--- config.mk ---
export PLATFORM = sky130hd
export DESIGN_NAME = bufd_uart_tx
export DESIGN_NICKNAME = d
export VERILOG_FILES = /design/src/rtl/utx_pkg.sv /design/src/rtl/utx_ctrl.sv /design/src/rtl/utx_baud.sv /design/src/rtl/utx_core.sv /design/src/rtl/bufd_uart_tx.sv
export SDC_FILE = /design/constraint.sdc
export NUM_CORES = 1
export LEC_CHECK = 0
export BUFFER_PORTS_ARGS = -buffer_cell sky130_fd_sc_hd__buf_2
export CAP_MARGIN = 10
export CORE_MARGIN = 2
export CORE_UTILIZATION = 29
export DETAILED_ROUTE_END_ITERATION = 6
export SLEW_MARGIN = 20
export SYNTH_ARGS = -nofsm -noshare
export SYNTH_HDL_FRONTEND = slang
export SYNTH_HIERARCHICAL = 1
export SYNTH_SLANG_ARGS = --single-unit
--- constraint.sdc ---
create_clock -name clk -period 3.2 [get_ports clk]
set_input_delay 0.32 -clock clk [delete_from_list [all_inputs] [get_ports clk]]
set_output_delay 0.32 -clock clk [all_outputs]
set_load 0.005 [all_outputs]
--- src/rtl/utx_pkg.sv ---
package utx_pkg;

  typedef enum logic [2:0] {
    ST_IDLE  = 3'd0,
    ST_START = 3'd1,
    ST_DATA  = 3'd2,
    ST_STOP  = 3'd3,
    ST_GAP   = 3'd4
  } utx_state_e;

  // Clocks per serial bit for a divisor setting: counter of div+1 then halved.
  function automatic int unsigned bit_clocks(input int unsigned div);
    return 2 * (div + 1);
  endfunction

endpackage

--- src/rtl/utx_ctrl.sv ---
module utx_ctrl #(
  parameter int DIV_W = 5
) (
  input  logic             clk,
  input  logic             rst_n,
  input  logic             pwr_on,
  input  logic             tx_en,
  input  logic [DIV_W-1:0] div_sel,
  output logic             active,
  output logic [DIV_W-1:0] div_q
);

  logic en_d;

  // Active only after a tx_en rise seen with power on; power loss clears it.
  always_ff @(posedge clk or negedge rst_n) begin
    if (!rst_n) begin
      en_d   <= 1'b0;
      active <= 1'b0;
      div_q  <= '0;
    end else begin
      en_d   <= tx_en;
      active <= pwr_on & tx_en & (active | ~en_d);
      if (!tx_en) div_q <= div_sel;
    end
  end

  assert_power_off_stops_R5: assert property (@(posedge clk) disable iff (!rst_n)
    !pwr_on |=> !active);

  assert_div_frozen_R7: assert property (@(posedge clk) disable iff (!rst_n)
    tx_en |=> $stable(div_q));

endmodule

--- src/rtl/utx_baud.sv ---
module utx_baud #(
  parameter int DIV_W = 5
) (
  input  logic             clk,
  input  logic             rst_n,
  input  logic             run,
  input  logic [DIV_W-1:0] div,
  output logic             tick
);

  localparam int SC_W = DIV_W + 2;

  logic [DIV_W-1:0] cnt;
  logic             half;

  always_ff @(posedge clk or negedge rst_n) begin
    if (!rst_n) begin
      cnt  <= '0;
      half <= 1'b0;
    end else if (!run) begin
      cnt  <= '0;
      half <= 1'b0;
    end else if (cnt == div) begin
      cnt  <= '0;
      half <= ~half;
    end else begin
      cnt <= cnt + 1'b1;
    end
  end

  assign tick = run & half & (cnt == div);

  // Independent cycle count between ticks for the period check.
  logic [SC_W-1:0] since;
  always_ff @(posedge clk or negedge rst_n) begin
    if (!rst_n)             since <= '0;
    else if (!run || tick)  since <= '0;
    else                    since <= since + 1'b1;
  end

  assert_bit_period_R1: assert property (@(posedge clk) disable iff (!rst_n)
    tick |-> (since == SC_W'(utx_pkg::bit_clocks(int'(div)) - 1)));

endmodule

--- src/rtl/utx_core.sv ---
module utx_core #(
  parameter int DATA_W   = 8,
  parameter int GAP_CLKS = 2
) (
  input  logic              clk,
  input  logic              rst_n,
  input  logic              active,
  input  logic              inv_out,
  input  logic              wr_stb,
  input  logic [DATA_W-1:0] wr_data,
  input  logic              tick,
  output logic              run,
  output logic              txd,
  output logic              buf_full,
  output logic              busy,
  output logic              done_irq
);
  import utx_pkg::*;

  localparam int BIT_W = (DATA_W > 1) ? $clog2(DATA_W) : 1;
  localparam int GAP_W = $clog2(GAP_CLKS + 1);

  utx_state_e        state;
  logic [DATA_W-1:0] buf_q;
  logic [DATA_W-1:0] sh;
  logic [BIT_W-1:0]  bitn;
  logic [GAP_W-1:0]  gapc;
  logic              line;

  // Named internal events
  logic wr_ok, load, frame_end;
  assign wr_ok     = active & wr_stb & ~buf_full;
  assign frame_end = (state == ST_STOP) & tick;
  assign load      = active & buf_full &
                     ((state == ST_IDLE) ||
                      ((state == ST_GAP) && (gapc == GAP_W'(GAP_CLKS - 1))));

  always_ff @(posedge clk or negedge rst_n) begin
    if (!rst_n) begin
      state <= ST_IDLE; buf_q <= '0; buf_full <= 1'b0;
      sh <= '0; bitn <= '0; gapc <= '0; done_irq <= 1'b0;
    end else if (!active) begin
      state <= ST_IDLE; buf_full <= 1'b0;
      bitn <= '0; gapc <= '0; done_irq <= 1'b0;
    end else begin
      done_irq <= frame_end;
      if (wr_ok) begin
        buf_q    <= wr_data;
        buf_full <= 1'b1;
      end else if (load) begin
        buf_full <= 1'b0;
      end
      case (state)
        ST_IDLE: if (load) begin sh <= buf_q; state <= ST_START; end
        ST_START: if (tick) begin bitn <= '0; state <= ST_DATA; end
        ST_DATA: if (tick) begin
          sh <= sh >> 1;
          if (bitn == BIT_W'(DATA_W - 1)) state <= ST_STOP;
          else bitn <= bitn + 1'b1;
        end
        ST_STOP: if (tick) begin
          gapc  <= '0;
          state <= buf_full ? ST_GAP : ST_IDLE;
        end
        ST_GAP: begin
          if (load) begin sh <= buf_q; state <= ST_START; end
          else gapc <= gapc + 1'b1;
        end
        default: state <= ST_IDLE;
      endcase
    end
  end

  always_comb begin
    case (state)
      ST_START: line = 1'b0;
      ST_DATA:  line = sh[0];
      default:  line = 1'b1;
    endcase
  end

  assign run  = (state == ST_START) || (state == ST_DATA) || (state == ST_STOP);
  assign txd  = line ^ inv_out;
  assign busy = (state != ST_IDLE);

  // Gap-length watcher for the back-to-back check
  logic [GAP_W:0] gap_run;
  always_ff @(posedge clk or negedge rst_n) begin
    if (!rst_n)                gap_run <= '0;
    else if (state == ST_GAP)  gap_run <= gap_run + 1'b1;
    else                       gap_run <= '0;
  end

  assert_full_write_ignored_R2: assert property (@(posedge clk) disable iff (!rst_n || !active)
    (buf_full && !load) |=> (buf_full && $stable(buf_q)));

  assert_gap_two_clocks_R3: assert property (@(posedge clk) disable iff (!rst_n)
    ((state == ST_START) && ($past(state) == ST_GAP)) |-> (gap_run == (GAP_W+1)'(GAP_CLKS)));

  assert_idle_level_R4: assert property (@(posedge clk) disable iff (!rst_n)
    (state == ST_IDLE) |-> (txd == ~inv_out));

  assert_irq_single_R6: assert property (@(posedge clk) disable iff (!rst_n)
    done_irq |=> !done_irq);

endmodule

--- src/rtl/bufd_uart_tx.sv ---
module bufd_uart_tx #(
  parameter int DIV_W    = 5,
  parameter int DATA_W   = 8,
  parameter int GAP_CLKS = 2
) (
  input  logic              clk,
  input  logic              rst_n,
  input  logic              pwr_on,
  input  logic              tx_en,
  input  logic              inv_out,
  input  logic [DIV_W-1:0]  div_sel,
  input  logic              wr_stb,
  input  logic [DATA_W-1:0] wr_data,
  output logic              txd,
  output logic              buf_full,
  output logic              busy,
  output logic              done_irq
);

  logic             active;
  logic [DIV_W-1:0] div_q;
  logic             run;
  logic             tick;

  utx_ctrl #(.DIV_W(DIV_W)) u_ctrl (
    .clk(clk), .rst_n(rst_n), .pwr_on(pwr_on), .tx_en(tx_en),
    .div_sel(div_sel), .active(active), .div_q(div_q)
  );

  utx_baud #(.DIV_W(DIV_W)) u_baud (
    .clk(clk), .rst_n(rst_n), .run(run), .div(div_q), .tick(tick)
  );

  utx_core #(.DATA_W(DATA_W), .GAP_CLKS(GAP_CLKS)) u_core (
    .clk(clk), .rst_n(rst_n), .active(active), .inv_out(inv_out),
    .wr_stb(wr_stb), .wr_data(wr_data), .tick(tick), .run(run),
    .txd(txd), .buf_full(buf_full), .busy(busy), .done_irq(done_irq)
  );

endmodule

==> results.md <==
* Status: completed
* Post-Syn Area at between 1500 and 2000 um2
* Fmax at between 0.3 and 0.4 GHz
* WHS at about 140 ps
* Starting DRT DRC Count at 32
* Mapped Cells at 161
* Antenna cells at 0
* Required time of the critical path at 3370 ps
* Die height at 85.2 um
* Register area share after synthesis at 51.1%
* Final Critical Period at 2810 ps
* Peak supply drop at ~340 uV
* Fin crit share at a little under 90%
* Unrepaired setup endpoints after global routing: false
* H-tree depth at 2
* Maximum clock path buffer count at 2
* Worst-Skew Late Latency at between 200 and 300 ps
* Yosys Warn Count at 6
* First-pass GRT wire length at 5660 um
* Pwr per Cell Area at 463 nW/um2
* I/O pin count at 23
* Setup TNS at 0 ps
* Count of pins over their slew limit at 0
* Synth cell types at 36
* Core area at 6350 um2
* Reg2Reg Setup Slack at between 300 and 400 ps
* Relative slew slack at 43.1%
* Share of cells above drive strength 1 at about a third
* Vias in the first global route at roughly 1300
* LEAKAGE at a little under 1 nW
* Initial antenna violation count at 0
* # setup viols final at 0
* Min-Delay Path Class: in2async
* Via density at between 4 and 5
* Commonest non-fill, non-tap cell in the layout: dfrtp_1
* Global placement routability congestion at slightly above 0.8
* Max cap viols at 0
* Syn_area_per_cell at 11.9 um2
* Reg area at 976 um2
* Std cell rows at 29
* Initial core utilization at between 30% and 40%
* Post-route cell area at 2180 um2
* TritonCTS clock tree: yes
* Hold_buf cts at 0
* Fillcell total at ~630
* Post_cts resized at 0
* Critical path launch point type: flip-flop
* Final HPWL DP at between 2000 and 2500 um
* Non-Filler Instances at between 200 and 300
* Final nets at 209
* DR vias at around 1200
* Multi-input logic area at between 800 and 900 um2
* CP Max Fanout at 14
* Root Driver: clkbuf_8
* Final wirelength at 3260 um
* Total global-route track usage at 9.77%
* Largest net degree at the start of global routing at 40
* Final global-route overflow total at 0
* Arr. time, crit path at ~3000 ps
* Hold Vio Cnt, Final at 0
* Net count after synthesis at about 180
* Placed Cells at around 260
* Most frequent cells in the layout: 39 x dfrtp_1, 23 x mux2_2, 22 x buf_2, 13 x nor2_1, 9 x nand2_1
* DRC viols at 0
* CP Capture Type: flip-flop
* Full die area at 7250 um2
* Slew at the pin closest to its max-slew limit at around 850 ps
* CTS Buf Count at 5
* Skew final at just over 8 ps
* CTS sink count at 39
* Die X at 85.2 um
* Power, Total at between 1 and 1.5 mW
* Post-CTS Repair Setup Buffers at 0
* IO Port Bufs at 22
* Routed length per instance at roughly 12 um
* Area grow syn2layout at 14.3%
* Setup Crit Path Kind: reg2reg
* Dpl cell area at between 2000 and 2500 um2
* Clk slew on worst S/H paths at 80 ps
* Antenna-violating nets left at 0
* Total iterations of the first detailed-routing run at 4
* Yosys reg bits at 39
## critical path, cell delays in order (launching register included)
cell and delay (ps):
dfrtp_1 630, nor2_1 120, nor2_1 270, nand2_1 120, nor2_1 320, nand2b_2 160, a2111oi_4 680, mux2_2 400
## final cells by class
type / count / area share [%]
Tap cell: 77 / 4.41
Clock buffer: 6 / 3.32
Multi-Input combinational cell: 111 / 40.4
Clock inverter: 2 / 0.573
Timing Repair Buffer: 24 / 5.73
Sequential cell: 39 / 44.7
Inverter: 5 / 0.860
## path summary, 6_finish.rpt
kind | depth (start not counted) | startpoint | end
worst min register to register | 1 | u_ctrl/en_d$_DFF_PN0_ | u_ctrl/active$_DFF_PN0_
max in group asynchronous | 1 | rst_n | u_core/bitn[2]$_DFFE_PN0P_
min in group clk | 3 | pwr_on | u_ctrl/active$_DFF_PN0_
worst max register to register | 7 | u_core/state[1]$_DFFE_PN0P_ | u_core/sh[2]$_DFFE_PN0P_
worst min-delay path | 1 | rst_n | u_core/buf_q[1]$_DFFE_PN0P_
worst max-delay path | 7 | u_core/state[1]$_DFFE_PN0P_ | u_core/sh[2]$_DFFE_PN0P_
## Yosys cell counts
cell	count	area share [%]
nand3b_1	2	0.79
or2_1	1	0.33
nand4_1	1	0.33
nand2b_2	1	0.46
a21boi_0	1	0.39
nand2b_1	3	0.98
mux2i_1	2	1.0
nand2_1	9	1.8
nor4b_1	1	0.46
or3_1	1	0.33
nand3_1	3	0.79
clkbuf_1	2	0.39
o21a_1	2	0.79
o21ai_0	8	2.1
o21bai_1	1	0.39
nor2_1	13	2.6
a2111oi_0	1	0.46
a31oi_1	1	0.33
buf_2	3	0.79
and3_1	1	0.33
a2111oi_4	1	1.4
dfrtp_1	39	51
a21oi_1	5	1.3
or4b_1	1	0.52
nor3_1	2	0.52
o211ai_1	1	0.39
xor2_1	3	1.4
a32o_1	2	1.0
nor2b_1	4	1.3
nor3b_1	2	0.79
inv_1	5	0.98
mux2_4	5	3.9
xnor2_1	6	2.8
buf_6	1	0.59
mux2_2	23	14
ha_1	4	2.6
## state kept, by name (all words and copies together), names as in the netlist
| signal | flops |
|---|---|
| u_ctrl/active | 1 |
| u_core/state | 3 |
| u_core/done_irq | 1 |
| u_baud/half | 1 |
| u_core/gapc | 2 |
| u_core/sh | 8 |
| u_ctrl/en_d | 1 |
| u_core/buf_q | 8 |
| u_core/bitn | 3 |
| u_baud/cnt | 5 |
| u_core/buf_full | 1 |
| u_ctrl/div_q | 5 |
## power by group
group	internal, mW	leakage, nW	total [mW]	switching [mW]
Clock	0.152	0.0412	0.321	0.169
Sequential	0.545	0.509	0.576	0.0303
Combinational	0.0729	0.420	0.115	0.0420
Total	0.770	0.971	1.01	0.241
## cell families after synthesis
group / count (synthesis) / synth area share (%)
adder cells (fa/ha/maj): 4 / 2.62
multiplexers: 30 / 18.5
buffers and inverters: 11 / 2.75
AO/OA/AOI/OAI: 23 / 8.65
AND/OR/NAND/NOR: 45 / 12.2
flip-flops: 39 / 51.1
XOR/XNOR: 9 / 4.13
## stage by stage
| stage | worst slack [ps] | utilization (%) |
|---|---|---|
| after global placement | 464 | 33.0 |
| final | 389 | 34.4 |
| after global routing | 129 | 34.4 |
| after CTS | 368 | 34.4 |
| after detailed placement | 391 | 33.0 |
| after floorplan | 767 | - |
## metal layers
metal	track usage, %	vias to the layer above	wire length [um]
li1	-	613	-
met1	12.5	599	1550
met2	15.1	19	1520
met3	2.92	6	123
met4	4.76	0	60
met5	0	-	0
Power figures use the tool's default switching activity.
